File: src/rtl/coh_evt_pkg.sv
package coh_evt_pkg;

    typedef enum logic [4:0] {
        EV_UNBLOCK      = 5'd0,
        EV_EXCL_UNBLOCK = 5'd1,
        EV_WB_DIRTY     = 5'd2,
        EV_WB_CLEAN     = 5'd3,
        EV_ACK_PART     = 5'd4,
        EV_ACK_FINAL    = 5'd5,
        EV_MEM_DATA     = 5'd6,
        EV_MEM_ACK      = 5'd7,
        EV_MEM_INV      = 5'd8,
        EV_RD_SHARED    = 5'd9,
        EV_RD_INSTR     = 5'd10,
        EV_RD_EXCL      = 5'd11,
        EV_UPGRADE      = 5'd12,
        EV_WB_CURRENT   = 5'd13,
        EV_WB_STALE     = 5'd14,
        EV_REPL_DIRTY   = 5'd15,
        EV_REPL_CLEAN   = 5'd16
    } evt_e;

    // source index into the arbitration vector, lowest wins
    localparam int SRC_UB  = 0;
    localparam int SRC_RSP = 1;
    localparam int SRC_REQ = 2;
    localparam int NUM_SRC = 3;

    typedef struct packed {
        logic ok;
        evt_e ev;
    } dec_t;

endpackage

File: src/rtl/coh_evt_arb.sv
module coh_evt_arb #(
    parameter int N = 3
) (
    input  logic [N-1:0] req,
    output logic [N-1:0] gnt
);
    logic [N:0] seen;

    assign seen[0] = 1'b0;

    generate
        for (genvar i = 0; i < N; i++) begin : g_slot
            assign gnt[i]    = req[i] & ~seen[i];
            assign seen[i+1] = seen[i] | req[i];
        end
    endgenerate
endmodule

File: src/rtl/coh_evt_resp_dec.sv
module coh_evt_resp_dec
    import coh_evt_pkg::*;
#(
    parameter int CNT_W = 4
) (
    input  logic [1:0]       ub_type,
    input  logic [1:0]       rsp_type,
    input  logic             rsp_from_l1,
    input  logic             rsp_dirty,
    input  logic [CNT_W-1:0] rsp_ack_cnt,
    input  logic [CNT_W-1:0] pend_acks,
    output dec_t             ub_dec,
    output dec_t             rsp_dec
);
    logic [CNT_W-1:0] acks_left;

    assign acks_left = pend_acks - rsp_ack_cnt;

    always_comb begin
        ub_dec = '{ok: 1'b0, ev: EV_UNBLOCK};
        unique case (ub_type)
            2'd0:    ub_dec = '{ok: 1'b1, ev: EV_UNBLOCK};
            2'd1:    ub_dec = '{ok: 1'b1, ev: EV_EXCL_UNBLOCK};
            default: ub_dec = '{ok: 1'b0, ev: EV_UNBLOCK};
        endcase
    end

    always_comb begin
        rsp_dec = '{ok: 1'b0, ev: EV_MEM_DATA};
        if (rsp_from_l1) begin
            unique case (rsp_type)
                2'd0:    rsp_dec = '{ok: 1'b1, ev: rsp_dirty ? EV_WB_DIRTY : EV_WB_CLEAN};
                2'd1:    rsp_dec = '{ok: 1'b1,
                                     ev: (acks_left == '0) ? EV_ACK_FINAL : EV_ACK_PART};
                default: rsp_dec = '{ok: 1'b0, ev: EV_MEM_DATA};
            endcase
        end else begin
            unique case (rsp_type)
                2'd0:    rsp_dec = '{ok: 1'b1, ev: EV_MEM_DATA};
                2'd1:    rsp_dec = '{ok: 1'b1, ev: EV_MEM_ACK};
                2'd2:    rsp_dec = '{ok: 1'b1, ev: EV_MEM_INV};
                default: rsp_dec = '{ok: 1'b0, ev: EV_MEM_DATA};
            endcase
        end
    end
endmodule

File: src/rtl/coh_evt_req_dec.sv
module coh_evt_req_dec
    import coh_evt_pkg::*;
#(
    parameter int NUM_L1 = 4,
    localparam int ID_W  = (NUM_L1 > 1) ? $clog2(NUM_L1) : 1
) (
    input  logic [2:0]        req_type,
    input  logic [ID_W-1:0]   req_id,
    input  logic              line_valid,
    input  logic [NUM_L1-1:0] line_sharers,
    input  logic              way_free,
    input  logic              victim_dirty,
    output dec_t              req_dec,
    output logic              req_evict
);
    logic is_sharer;
    evt_e base_ev;
    logic type_ok;

    assign is_sharer = line_valid & line_sharers[req_id];

    always_comb begin
        type_ok = 1'b1;
        base_ev = EV_RD_SHARED;
        unique case (req_type)
            3'd0:    base_ev = EV_RD_SHARED;
            3'd1:    base_ev = EV_RD_INSTR;
            3'd2:    base_ev = EV_RD_EXCL;
            3'd3:    base_ev = is_sharer ? EV_UPGRADE : EV_RD_EXCL;
            3'd4:    base_ev = is_sharer ? EV_WB_CURRENT : EV_WB_STALE;
            default: type_ok = 1'b0;
        endcase
    end

    assign req_evict = type_ok & ~line_valid & ~way_free;

    always_comb begin
        req_dec.ok = type_ok;
        if (req_evict) begin
            req_dec.ev = victim_dirty ? EV_REPL_DIRTY : EV_REPL_CLEAN;
        end else begin
            req_dec.ev = base_ev;
        end
    end
endmodule

File: src/rtl/coh_event_classifier.sv
module coh_event_classifier
    import coh_evt_pkg::*;
#(
    parameter int ADDR_W = 16,
    parameter int NUM_L1 = 4,
    parameter int CNT_W  = 4,
    localparam int ID_W  = (NUM_L1 > 1) ? $clog2(NUM_L1) : 1
) (
    input  logic              clk,
    input  logic              rst_n,
    input  logic              ub_valid,
    input  logic [1:0]        ub_type,
    input  logic [ADDR_W-1:0] ub_addr,
    output logic              ub_pop,
    input  logic              rsp_valid,
    input  logic [1:0]        rsp_type,
    input  logic              rsp_from_l1,
    input  logic              rsp_dirty,
    input  logic [CNT_W-1:0]  rsp_ack_cnt,
    input  logic [ADDR_W-1:0] rsp_addr,
    input  logic [CNT_W-1:0]  pend_acks,
    output logic              rsp_pop,
    input  logic              req_valid,
    input  logic [2:0]        req_type,
    input  logic [ID_W-1:0]   req_id,
    input  logic [ADDR_W-1:0] req_addr,
    output logic              req_pop,
    input  logic              line_valid,
    input  logic [NUM_L1-1:0] line_sharers,
    input  logic              way_free,
    input  logic              victim_dirty,
    input  logic [ADDR_W-1:0] victim_addr,
    output logic              evt_valid,
    input  logic              evt_ready,
    output logic [4:0]        evt_code,
    output logic [ADDR_W-1:0] evt_addr,
    output logic              err_sticky
);
    typedef enum logic {ST_SCAN, ST_OFFER} st_e;

    st_e                state_q, state_d;
    logic [NUM_SRC-1:0] ready_vec, gnt;
    dec_t               ub_dec, rsp_dec, req_dec;
    logic               req_evict;

    dec_t               sel_dec;
    logic [ADDR_W-1:0]  sel_addr;
    logic [NUM_SRC-1:0] sel_pop;

    evt_e               code_q;
    logic [ADDR_W-1:0]  addr_q;
    logic [NUM_SRC-1:0] src_q;
    logic               err_q;

    logic               load_evt, drop_msg;
    logic [NUM_SRC-1:0] pop_vec;

    assign ready_vec[SRC_UB]  = ub_valid;
    assign ready_vec[SRC_RSP] = rsp_valid;
    assign ready_vec[SRC_REQ] = req_valid;

    coh_evt_arb #(.N(NUM_SRC)) u_arb (
        .req (ready_vec),
        .gnt (gnt)
    );

    coh_evt_resp_dec #(.CNT_W(CNT_W)) u_resp_dec (
        .ub_type     (ub_type),
        .rsp_type    (rsp_type),
        .rsp_from_l1 (rsp_from_l1),
        .rsp_dirty   (rsp_dirty),
        .rsp_ack_cnt (rsp_ack_cnt),
        .pend_acks   (pend_acks),
        .ub_dec      (ub_dec),
        .rsp_dec     (rsp_dec)
    );

    coh_evt_req_dec #(.NUM_L1(NUM_L1)) u_req_dec (
        .req_type     (req_type),
        .req_id       (req_id),
        .line_valid   (line_valid),
        .line_sharers (line_sharers),
        .way_free     (way_free),
        .victim_dirty (victim_dirty),
        .req_dec      (req_dec),
        .req_evict    (req_evict)
    );

    // select the granted head
    always_comb begin
        sel_dec  = '{ok: 1'b0, ev: EV_UNBLOCK};
        sel_addr = '0;
        sel_pop  = '0;
        if (gnt[SRC_UB]) begin
            sel_dec  = ub_dec;
            sel_addr = ub_addr;
            sel_pop  = NUM_SRC'(1) << SRC_UB;
        end else if (gnt[SRC_RSP]) begin
            sel_dec  = rsp_dec;
            sel_addr = rsp_addr;
            sel_pop  = NUM_SRC'(1) << SRC_RSP;
        end else if (gnt[SRC_REQ]) begin
            sel_dec  = req_dec;
            sel_addr = req_evict ? victim_addr : req_addr;
            sel_pop  = req_evict ? '0 : (NUM_SRC'(1) << SRC_REQ);
        end
    end

    // state register
    always_ff @(posedge clk) begin
        if (!rst_n) begin
            state_q <= ST_SCAN;
        end else begin
            state_q <= state_d;
        end
    end

    // next state, pops and load strobes
    always_comb begin
        state_d  = state_q;
        load_evt = 1'b0;
        drop_msg = 1'b0;
        pop_vec  = '0;
        unique case (state_q)
            ST_SCAN: begin
                if (|gnt) begin
                    if (sel_dec.ok) begin
                        load_evt = 1'b1;
                        state_d  = ST_OFFER;
                    end else begin
                        drop_msg = 1'b1;
                        pop_vec  = gnt;
                    end
                end
            end
            ST_OFFER: begin
                if (evt_ready) begin
                    pop_vec = src_q;
                    state_d = ST_SCAN;
                end
            end
            default: state_d = ST_SCAN;
        endcase
    end

    // event holding registers and sticky error
    always_ff @(posedge clk) begin
        if (!rst_n) begin
            code_q <= EV_UNBLOCK;
            addr_q <= '0;
            src_q  <= '0;
            err_q  <= 1'b0;
        end else begin
            if (load_evt) begin
                code_q <= sel_dec.ev;
                addr_q <= sel_addr;
                src_q  <= sel_pop;
            end
            if (drop_msg) begin
                err_q <= 1'b1;
            end
        end
    end

    assign evt_valid  = (state_q == ST_OFFER);
    assign evt_code   = code_q;
    assign evt_addr   = addr_q;
    assign err_sticky = err_q;
    assign ub_pop     = pop_vec[SRC_UB];
    assign rsp_pop    = pop_vec[SRC_RSP];
    assign req_pop    = pop_vec[SRC_REQ];
endmodule

File: config.mk
export PLATFORM = sky130hd
export DESIGN_NAME = coh_event_classifier
export DESIGN_NICKNAME = d
export VERILOG_FILES = /design/src/rtl/coh_evt_pkg.sv /design/src/rtl/coh_evt_arb.sv /design/src/rtl/coh_evt_resp_dec.sv /design/src/rtl/coh_evt_req_dec.sv /design/src/rtl/coh_event_classifier.sv
export SDC_FILE = /design/constraint.sdc
export NUM_CORES = 1
export LEC_CHECK = 0
export BUFFER_PORTS_ARGS = -buffer_cell sky130_fd_sc_hd__buf_2
export CAP_MARGIN = 30
export CORE_ASPECT_RATIO = 0.75
export CORE_MARGIN = 2
export CORE_UTILIZATION = 35
export DETAILED_ROUTE_END_ITERATION = 10
export GPL_ROUTABILITY_DRIVEN = 0
export PLACE_DENSITY = 0.69
export SLEW_MARGIN = 10
export SYNTH_ARGS = -nofsm -noshare
export SYNTH_HDL_FRONTEND = slang
export SYNTH_SLANG_ARGS = --single-unit
File: constraint.sdc
create_clock -name clk -period 1.3 [get_ports clk]
set_input_delay 0.195 -clock clk [delete_from_list [all_inputs] [get_ports clk]]
set_output_delay 0.195 -clock clk [all_outputs]
set_load 0.1 [all_outputs]
* After elaboration in Yosys (flattened, before gate mapping)
Index checks and enable logic that the tools add are counted.
Word-level totals: bits in registers 26, output and inout port bits 26
Operators by class: bitwise operators 11, eq/ne operators 7, mux-type cells 37, magnitude comparators 1, $add $sub $neg 1, reduce and logical (&&, ||, !) cells 6
Operators by type and width (count):
- $mux W16 | 4
- $mux W3 | 8
- $mux W6 | 4
- $pmux W6 S2 | 2
- $pmux W5 S4 | 1
- $pmux W6 S3 | 1
- $mux W1 | 11
- $mux W5 | 2
- $eq A3 B2 Y1 const B | 2
- $pmux W3 S2 | 1
- $and A1 B1 Y1 | 5
- $not A1 Y1 | 5
- $reduce_or A5 Y1 | 1
- $eq A2 B1 Y1 const B | 2
- $logic_not A2 Y1 | 2
- $logic_not A4 Y1 | 1
- $sub A4 B4 Y4 | 1
- $eq A3 B1 Y1 const B | 1
- $eq A3 B3 Y1 const B | 1
- $logic_not A3 Y1 | 1
- $lt A2 B3 Y1 const B | 1
- $reduce_or A3 Y1 | 1
- $bmux W1 S2 | 1
- $eq A2 B2 Y1 const B | 1
- other kinds (3) | 3

* Logic depth before layout (Yosys ltp)
Gate-level depths: netlist of run 1.
word-level depth 12, gate-level depth with buffers 8, gate-level depth less buffers 7

* Hierarchy
A second synthesis of run 1 with hierarchy kept.
Unflattened totals: cell total of the unflattened synthesis 218, area total of the unflattened synthesis 2025.7 µm²
By module, submodules not included:
- coh_event_classifier | times used 1, cells each 156, area each 1596.5 µm²
- coh_evt_resp_dec | times used 1, cells each 31, area each 222.7 µm²
- coh_evt_req_dec | times used 1, cells each 28, area each 180.2 µm²
- coh_evt_arb | times used 1, cells each 3, area each 26.3 µm²

* Worst setup path after synthesis of run 1
No wires, ideal clock.
path kind reg2out, from reg state_q, in the netlist evt_valid, to out rsp_pop, arrival 4081 ps, slack -2976 ps, cell stages (with the launch flop) 3, cells stage by stage dfxtp_1 -> clkbuf_1 -> o41ai_1
Between the ends: longest elaborated chain between the ends 2
RTL lines:
- start: declaration | line coh_event_classifier.sv:41 | st_e state_q, state_d;
- start signal: assignment | line coh_event_classifier.sv:114 | state_q <= state_d;
- $not A1 Y1
- $pmux W3 S2 * | line coh_event_classifier.sv:124 | unique case (state_q)
- end: declaration | line coh_event_classifier.sv:22 | output logic rsp_pop,
Mark *: on every way between the ends. The rest lies on a longest branch, timed or not.

* Worst setup path in the final report of run 1
from in req_valid, to out rsp_pop
Between the ends: longest elaborated chain between the ends 7
RTL lines:
- start: declaration | line coh_event_classifier.sv:23 | input logic req_valid,
- $and A1 B1 Y1 * | line coh_evt_arb.sv:13 | assign gnt[i] = req[i] & ~seen[i];
- $mux W6 | line coh_event_classifier.sv:102 | end else if (gnt[SRC_REQ]) begin
- $mux W6 | line coh_event_classifier.sv:98 | end else if (gnt[SRC_RSP]) begin
- $mux W6 | line coh_event_classifier.sv:94 | if (gnt[SRC_UB]) begin
- $mux W3 | line coh_event_classifier.sv:127 | if (sel_dec.ok) begin
- $mux W3 * | line coh_event_classifier.sv:126 | if (|gnt) begin
- $pmux W3 S2 * | line coh_event_classifier.sv:124
Marked as above.

==> summary.md, run 1 <==
| Metric | Value |
|---|---|
| Relative max-transition margin | `67.19%` |
| VDD IR max | `503.5 µV` |
| Hold_sp | `evt_ready` |
| Final total power | `3.072 mW` |
| Pin count of the biggest net entering global routing | `27` |
| Area grow syn2layout | `62.69%` |
| Worst Hold End | `evt_valid$_SDFF_PN0_` |
| Tot GR Track Use | `21.88%` |
| Final Max Tran Viols | `0` |
| DRT antenna net count | `0` |
| I/O pin cnt | `122` |
| Mux share of post-synthesis cell area | `0.9535%` |
| Post-Syn Area | `0.002100 mm²` |
| Crit. End Element | `primary output` |
| Drt drc | `0` |
| Final global-route overflow total | `0` |
| Reg2reg setup slack | `-0.10 ns` |
| Hold crit path type | `in -> reg` |
| Post-CTS Hold Buffers | `0` |
| Status | `finished with violations` |
| WS Path Type | `in -> out` |
| Syn Inst Count | `280` |
| Max cap viols | `0` |
| Vias per cell | `5.255` |
| Nets@finish | `524` |
| Clk buf depth | `2` |
| Diodes inserted | `0` |
| DR WL/cell | `15.26 µm` |
| Fin Clk Skew | `0.007327 ns` |
| DP HPWL | `5559 µm` |
| Post-synthesis compound-gate area fraction | `40.05%` |
| Hold path cells | `3` |
| Sequential area share after synthesis | `24.79%` |
| Cell family with most CP delay | `compound AO/OA/AOI/OAI gates` |
| Xor-xnor portion of the synthesized cell area | `1.251%` |
| Row cnt | `24` |
| Synth Area in Adders | `1.788%` |
| Num CTS Buffers | `3` |
| Final wirelength | `7661 µm` |
| TritonCTS clock tree | `built` |
| WP data arrival | `1.38 ns` |
| Hold Fails Final Rpt | `0` |
| Clock transition at path regs | `0.09 ns` |
| I/O Buffers | `121` |
| Post-synth net total | `379` |
| Capture point of the worst reg-to-reg path | `evt_addr[0]$_SDFFE_PN0P_` |
| Top_reg_cell synth | `dfxtp_1` |
| Setup violations, final | `21` |
| Max incr delay on CP | `0.38 ns` |
| Clk Tree Root Cell | `clkbuf_8` |
| Detailed Routing Iterations Pass 1 | `4` |
| Max Fclk | `633.5 MHz` |
| DR vias | `2,638` |
| Initial antenna violation count | `0` |
| Leakage | `1.570 nW` |
| First-pass GRT wire length | `11,730 µm` |
| Vias in the first global route | `2,423` |
| Slowest CP cell | `o41ai_4` |
| Simple-gate share of the synthesized area | `24.20%` |
| TritonCTS Sinks | `26` |
| Synthesized flop and latch total | `26` |
| Register-to-Register Path Depth | `6` |
| Die W | `93.43 µm` |
| Die Area | `0.006641 mm²` |
| Power density cells | `899.4 mW/mm²` |
| Critical Path Fanout Max | `3` |
| Crit path cell chain | `buf_6, nor2b_4, a221o_2, o41ai_4, buf_12` |
| Worst skew pair latency | `0.28 ns` |
| Bufs and invs on worst path | `2` |
| Setup WS post-layout | `-0.2785 ns` |
| Failing checks | `negative setup slack` |
| Synth unique cells | `49` |
| RR Startpoint | `evt_valid$_SDFF_PN0_` |
| Vert. Die Dim | `71.08 µm` |
| Largest family of logic cells by synthesized area | `compound AO/OA/AOI/OAI gates` |
| Initial core utilization | `36.23%` |
| Fin crit share | `121.4%` |
| Measured slew at the worst slew-check pin | `0.4921 ns` |
| Worst EP required | `1.11 ns` |
| Setup TNS | `-1.577 ns` |
| Critical Path Source Type | `input port` |
| Fraction of layout cells with a size suffix above 1 | `48.58%` |
| Fin crit period | `1.579 ns` |
| Avg Synthesized Cell Area | `7.498 µm²` |
| Htree depth | `1` |
| RSZ-0062 raised after global routing | `true` |
| Post-synth EDFFs | `0` |
| Synth warnings | `0` |
| Initial detailed-routing violation count | `112` |
| Dpl ws | `-0.3132 ns` |
| Ys async rst share | `0%` |
| Core area | `0.005796 mm²` |
[cells by family (layout without fill, tap and decap cells)]
| group | after synthesis | count (layout) |
|---|---|---|
| buffers and inverters | 29 | 171 |
| flip-flops | 26 | 26 |
| AO/OA/AOI/OAI | 119 | 119 |
| adder cells (fa/ha/maj) | 3 | 3 |
| AND/OR/NAND/NOR | 98 | 100 |
| XOR/XNOR | 3 | 3 |
| multiplexers | 2 | 2 |
[worst min-delay path, cell delays in order]
cell and delay, ns:
buf_2 0.12, nand2b_1 0.11, a21boi_1 0.05
[final cells by class]
type | instances | area (µm²)
clock buffers | 4 | 66.31
inverters | 7 | 26.28
multi-input cells | 227 | 1583
repair buffers | 160 | 1119
fillers | 559 | 2380
flip-flops and latches | 26 | 524.3
well taps | 78 | 97.59
[routing by layer]
layer | global-route usage, % | up-vias | wire [µm]
met1 | 29.02 | 1205 | 3403
met5 | 0 | - | 0
met4 | 1.961 | 0 | 17
met2 | 38.53 | 124 | 3640
met3 | 4.153 | 2 | 601
li1 | - | 1307 | -
[cells in the final DEF, fill, tap and decap left out, types with 3 or more instances in the layout]
master	instances
dfxtp_1	25
nor2b_1	3
a21o_1	16
nand3_1	19
nand3b_1	3
and2_4	3
a31oi_1	4
ha_1	3
o21ai_2	3
o21ai_0	23
o211ai_1	6
o211ai_2	11
xnor2_1	3
buf_2	103
o21ai_4	3
clkbuf_4	4
inv_1	7
a21oi_1	21
buf_6	10
nand2_1	23
nand2_2	5
nand2b_1	19
clkbuf_8	3
buf_4	32
nor2_1	8
buf_12	9
a21boi_1	19
[timing repair]
item,4_1_cts,5_1_grt
gates cloned,2,1
setup buffers,4,8
resized for setup,13,36
endpoints found under the hold margin,0,0
setup endpoints to repair,11,32
pin swaps,5,13
[sequential cells by signal, summed over array words and instances, names as in the netlist]
register	cells
err_sticky	1
evt_code	5
src_q	3
evt_addr	16
evt_valid	1
[cell usage after synthesis (2+ instances only)]
master    number  area (µm²)
nand2_1       29       108.9
dfxtp_1       26       520.5
o21ai_0       24       120.1
a21oi_1       21       105.1
nand3_1       20       100.1
a21boi_1      19       142.6
nand2b_1      19       118.9
a21o_1        16       120.1
o211ai_2      11       137.6
nor2_1         9       33.78
buf_2          8       40.04
clkbuf_1       8       30.03
inv_1          7       26.28
o211ai_1       6       45.04
a31oi_1        4       25.02
nor2b_1        4       25.02
o21ai_2        4       35.03
buf_6          3       33.78
ha_1           3       37.54
nand3b_1       3       22.52
xnor2_1        3       26.28
a211oi_1       2       15.01
a21boi_0       2       15.01
mux2i_1        2       20.02
nor3_1         2       10.01
nor3b_1        2       15.01
[how the worst max path moves through the flow]
stage                               from                        to  slack, ns  cells past startpoint
detailed placement           req_type[1]  evt_addr[6]$_SDFFE_PN0P_      -0.31                      6
finish                         req_valid                   rsp_pop      -0.28                      5
floorplan                      req_valid                   rsp_pop      -0.69                      3
global route                   req_valid                   rsp_pop      -0.30                      5
CTS                 evt_valid$_SDFF_PN0_                   rsp_pop      -0.26                      3
global placement               rsp_valid                   req_pop      -0.33                      6
[power breakdown]
part           internal, mW  total [mW]  switching [mW]
Combinational         0.574        1.55           0.973
Sequential            0.863       0.906          0.0426
Clock                 0.335       0.619           0.284
Total                  1.77        3.07            1.30
[metrics by stage]
step | hold slack, ns | instance area (µm²) | cells | util, %
after detailed placement | 0.4476 | 3057 | 485 | 52.74
after CTS | 0.2500 | 3223 | 495 | 55.61
after global routing | 0.2595 | 3416 | 502 | 58.94
after floorplan | 0.3060 | 2200 | 280 | -
after global placement | 0.4387 | 3057 | 485 | 52.74
final | 0.2418 | 3416 | 502 | 58.94
(Power assumes the default switching activity.)
==> run 2: changes to the inputs <==
Settings changed: ABC_AREA from default to 1, PLACE_DENSITY 0.69 to 0.72.
==> summary.md, run 2 <==
| Metric | Value |
|---|---|
| Fin crit share | `107.1% (-14 points)` |
| Worst hold slack | `0.1678 ns (-0.07400 ns)` |
| Capture point of the worst reg-to-reg path | `evt_addr[13]$_SDFFE_PN0P_` |
| Worst skew pair latency | `0.27 ns (about the same)` |
| Initial core utilization | `36.89% (+0.67 points)` |
| Synth Area in Adders | `2.053% (+0.27 points)` |
| Vias in the first global route | `2,157 (-11%)` |
| TritonCTS clock tree | `built` |
| Clock network fraction of design power | `18.7% (-1.5 points)` |
| Htree depth | `1 (unchanged)` |
| Dpl cells | `476 (-1.9%)` |
| Clock transition at path regs | `0.09 ns (about the same)` |
| RSZ-0062 raised after global routing | `true` |
| DP HPWL | `4755 µm (-14%)` |
| Yosys top cell area share | `28.47% (+3.7 points)` |
| Area grow syn2layout | `58.45%` |
| Post-synth net total | `386 (+1.8%)` |
| Critical Path Fanout Max | `4 (+1)` |
| Hold Fails Final Rpt | `0 (unchanged)` |
| Xor-xnor portion of the synthesized cell area | `0% (-1.3 points)` |
| Fillers | `488 (-13%)` |
| Mux share of post-synthesis cell area | `0% (-0.95 points)` |
| Syn Inst Count | `287 (+2.5%)` |
| Relative max-transition margin | `66.86% (-0.33 points)` |
| Final std cells w/o fill | `485 (-3.4%)` |
| Die Area | `0.005823 mm² (-12%)` |
| VDD IR max | `406.5 µV (-19%)` |
| Initial antenna violation count | `0 (unchanged)` |
| Clk buf depth | `2 (unchanged)` |
| Reg2reg setup slack | `0.22 ns (+0.32 ns)` |
| Measured slew at the worst slew-check pin | `0.5006 ns (+0.008431 ns)` |
| First-pass GRT wire length | `9494 µm (-19%)` |
| Register-to-Register Path Depth | `5 (-1)` |
| P_int | `1.571 mW (-11%)` |
| Setup violations, final | `3 (-86%)` |
| Post-synth EDFFs | `0 (unchanged)` |
| Area post-placement | `0.002706 mm² (-11%)` |
| Flop pwr share | `32.1% (+2.6 points)` |
| Max cap viols | `0 (unchanged)` |
| Final wirelength | `6165 µm (-20%)` |
| RR Startpoint | `evt_valid$_SDFF_PN0_` |
| DR WL/cell | `12.71 µm (-17%)` |
| Largest register FFs | `16 (unchanged)` |
| Final Max Tran Viols | `0 (unchanged)` |
| Initial detailed-routing violation count | `108 (-3.6%)` |
| Commonest non-fill, non-tap cell in the layout | `buf_2` |
| Drt drc | `0 (unchanged)` |
| Clk Tree Root Cell | `clkbuf_8` |
| Vert. Die Dim | `66.59 µm (-6.3%)` |
| Synth unique cells | `26 (-47%)` |
| Critical Path Source Type | `input port` |
| Top_reg_cell synth | `dfxtp_1` |
| Hold crit path type | `in -> reg` |
| Diodes inserted | `0 (unchanged)` |
| Post-synthesis compound-gate area fraction | `29.36% (-11 points)` |
| Sequential area share after synthesis | `28.47% (+3.7 points)` |
| Hold_sp | `rsp_addr[10]` |
| Crit. End Element | `primary output` |
| Detailed Routing Iterations Pass 1 | `5 (+1)` |
| Pin count of the biggest net entering global routing | `28 (+3.7%)` |
| Most instantiated library cell after synthesis | `nand2_1` |
| DR vias | `2,342 (-11%)` |
| Synth warnings | `0 (unchanged)` |
| DRT antenna net count | `0 (unchanged)` |
| Post-CTS Hold Buffers | `0 (unchanged)` |
| Worst EP required | `1.11 ns (about the same)` |
| Nets@finish | `525 (+0.19%)` |
| Ys async rst share | `0% (unchanged)` |
| Setup WS post-layout | `-0.09191 ns (+0.1866 ns)` |
| Core area | `0.004955 mm² (-15%)` |
| Fin crit period | `1.392 ns (-0.1866 ns)` |
| Sw Pwr | `1.300 mW (about the same)` |
| Vias per cell | `4.829 (-8.1%)` |
| Worst Hold End | `evt_addr[10]$_SDFFE_PN0P_` |
| Failing checks | `negative setup slack` |
| WP data arrival | `1.20 ns (-0.18 ns)` |
| TritonCTS Sinks | `26 (unchanged)` |
| Status | `finished with violations` |
| Hold path cells | `3 (unchanged)` |
| Row cnt | `22 (-8.3%)` |
| Combinational Power Share | `49.2% (-1.1 points)` |
| Setup TNS | `-0.1914 ns (+1.385 ns)` |
| I/O Buffers | `121 (unchanged)` |
| Tot GR Track Use | `20.50% (-1.4 points)` |
| Post-Route Utilization | `58.46% (-0.48 points)` |
| Dpl ws | `-0.1711 ns (+0.1420 ns)` |
| Avg Synthesized Cell Area | `6.369 µm² (-15%)` |
| Leakage | `1.531 nW (-2.5%)` |
| I/O pin cnt | `122 (unchanged)` |
| Post-Syn Area | `0.001828 mm² (-13%)` |
| Synth top cells by count | `nand2_1 (70), inv_1 (41), a21oi_1 (32)` |
| Final Cell Area | `0.002897 mm² (-15%)` |
| Fin Clk Skew | `0.003807 ns (-0.003520 ns)` |
| Power density cells | `991.1 mW/mm² (+10%)` |
| Num CTS Buffers | `3 (unchanged)` |
| Final total power | `2.871 mW (-6.6%)` |
| Final global-route overflow total | `0 (unchanged)` |
| Synthesized flop and latch total | `26 (unchanged)` |
| WS Path Type | `in -> out` |
| Most frequent cells in the layout | `buf_2 (112), nand2_1 (67), inv_1 (37)` |
| Switching portion of total power | `45.28% (+3.0 points)` |
| Fraction of layout cells with a size suffix above 1 | `44.00% (-4.6 points)` |
| Post-synth top area cell | `dfxtp_1` |
| Max Fclk | `718.4 MHz (+13%)` |
| Largest cells by area after synthesis | `dfxtp_1 (28%), nand2_1 (14%), a21oi_1 (8.8%), inv_1 (8.4%), o211ai_1 (6.6%)` |
| Largest family of logic cells by synthesized area | `compound AO/OA/AOI/OAI gates` |
| Simple-gate share of the synthesized area | `25.60% (+1.4 points)` |
| Die W | `87.45 µm (-6.4%)` |
## run 2: cell types whose count changed in the layout (fill, tap and decap cells not counted), sizes merged, moves of 7 or more
cell,previous run,this run
nand2,29,71
a31oi,4,17
a21oi,21,32
nor2,10,17
a21o,16,0
nand3,20,12
buf,155,147
a21boi,21,0
inv,7,44
nand2b,19,0
## run 2: repair_timing
action / in CTS / in global routing
setup buffers: 4 / 0
gates resized for setup: 16 / 19
pin swaps: 4 / 0
gates cloned: 0 / 1
endpoints found under the setup margin: 3 / 26
## run 2: logic make-up (layout without fill, tap and decap cells)
group | after synthesis | after routing
flip-flops | 26 | 26
buffers and inverters | 59 | 197
adder cells (fa/ha/maj) | 3 | 3
AND/OR/NAND/NOR | 106 | 106
AO/OA/AOI/OAI | 93 | 93
## run 2: routing by layer
layer | vias to the layer above | wire [µm] | track usage, %
met5 | - | 0 | 0
li1 | 1236 | - | -
met3 | 6 | 417 | 4.833
met4 | 0 | 41 | 4.231
met1 | 1017 | 2740 | 25.41
met2 | 83 | 2966 | 36.17
## run 2: layout make-up
cell class / count / area [µm²] / area share, %
Timing Repair inverter: 1 / 8.758 / 0.3024
Inverter: 44 / 180.2 / 6.220
Timing Repair Buffer: 148 / 930.9 / 32.14
Sequential cell: 26 / 533.0 / 18.40
Clock buffer: 4 / 55.05 / 1.901
Tap cell: 60 / 75.07 / 2.592
Multi-Input combinational cell: 202 / 1114 / 38.44
## run 2: how the worst max path moves through the flow
stage,endpoint,slack (ns),start
2_1_floorplan,rsp_pop,-0.36,req_type[2]
3_3_place_gp,rsp_pop,-0.13,req_type[2]
5_1_grt,req_pop,-0.14,evt_valid$_SDFF_PN0_
4_1_cts,rsp_pop,-0.09,evt_valid$_SDFF_PN0_
6_report,rsp_pop,-0.09,ub_valid
3_5_place_dp,evt_code[0]$_SDFFE_PN0P_,-0.17,rsp_ack_cnt[2]
## run 2: critical path: stages
cell and delay [ns]:
buf_8 0.11, buf_6 0.11, inv_4 0.05, nor2_4 0.03, nand3b_4 0.17, o31ai_4 0.30
buf_12 0.21
## run 2: power groups by stage
stage / Combinational (mW) / Clock (mW) / Sequential, mW
final: 1.41 / 0.537 / 0.922
after floorplan: 0.428 / 0 / 1.46
after global placement: 1.32 / 0 / 0.935
after detailed placement: 1.34 / 0 / 0.937
after CTS: 1.37 / 0.555 / 0.921
after global routing: 1.50 / 0.591 / 0.933
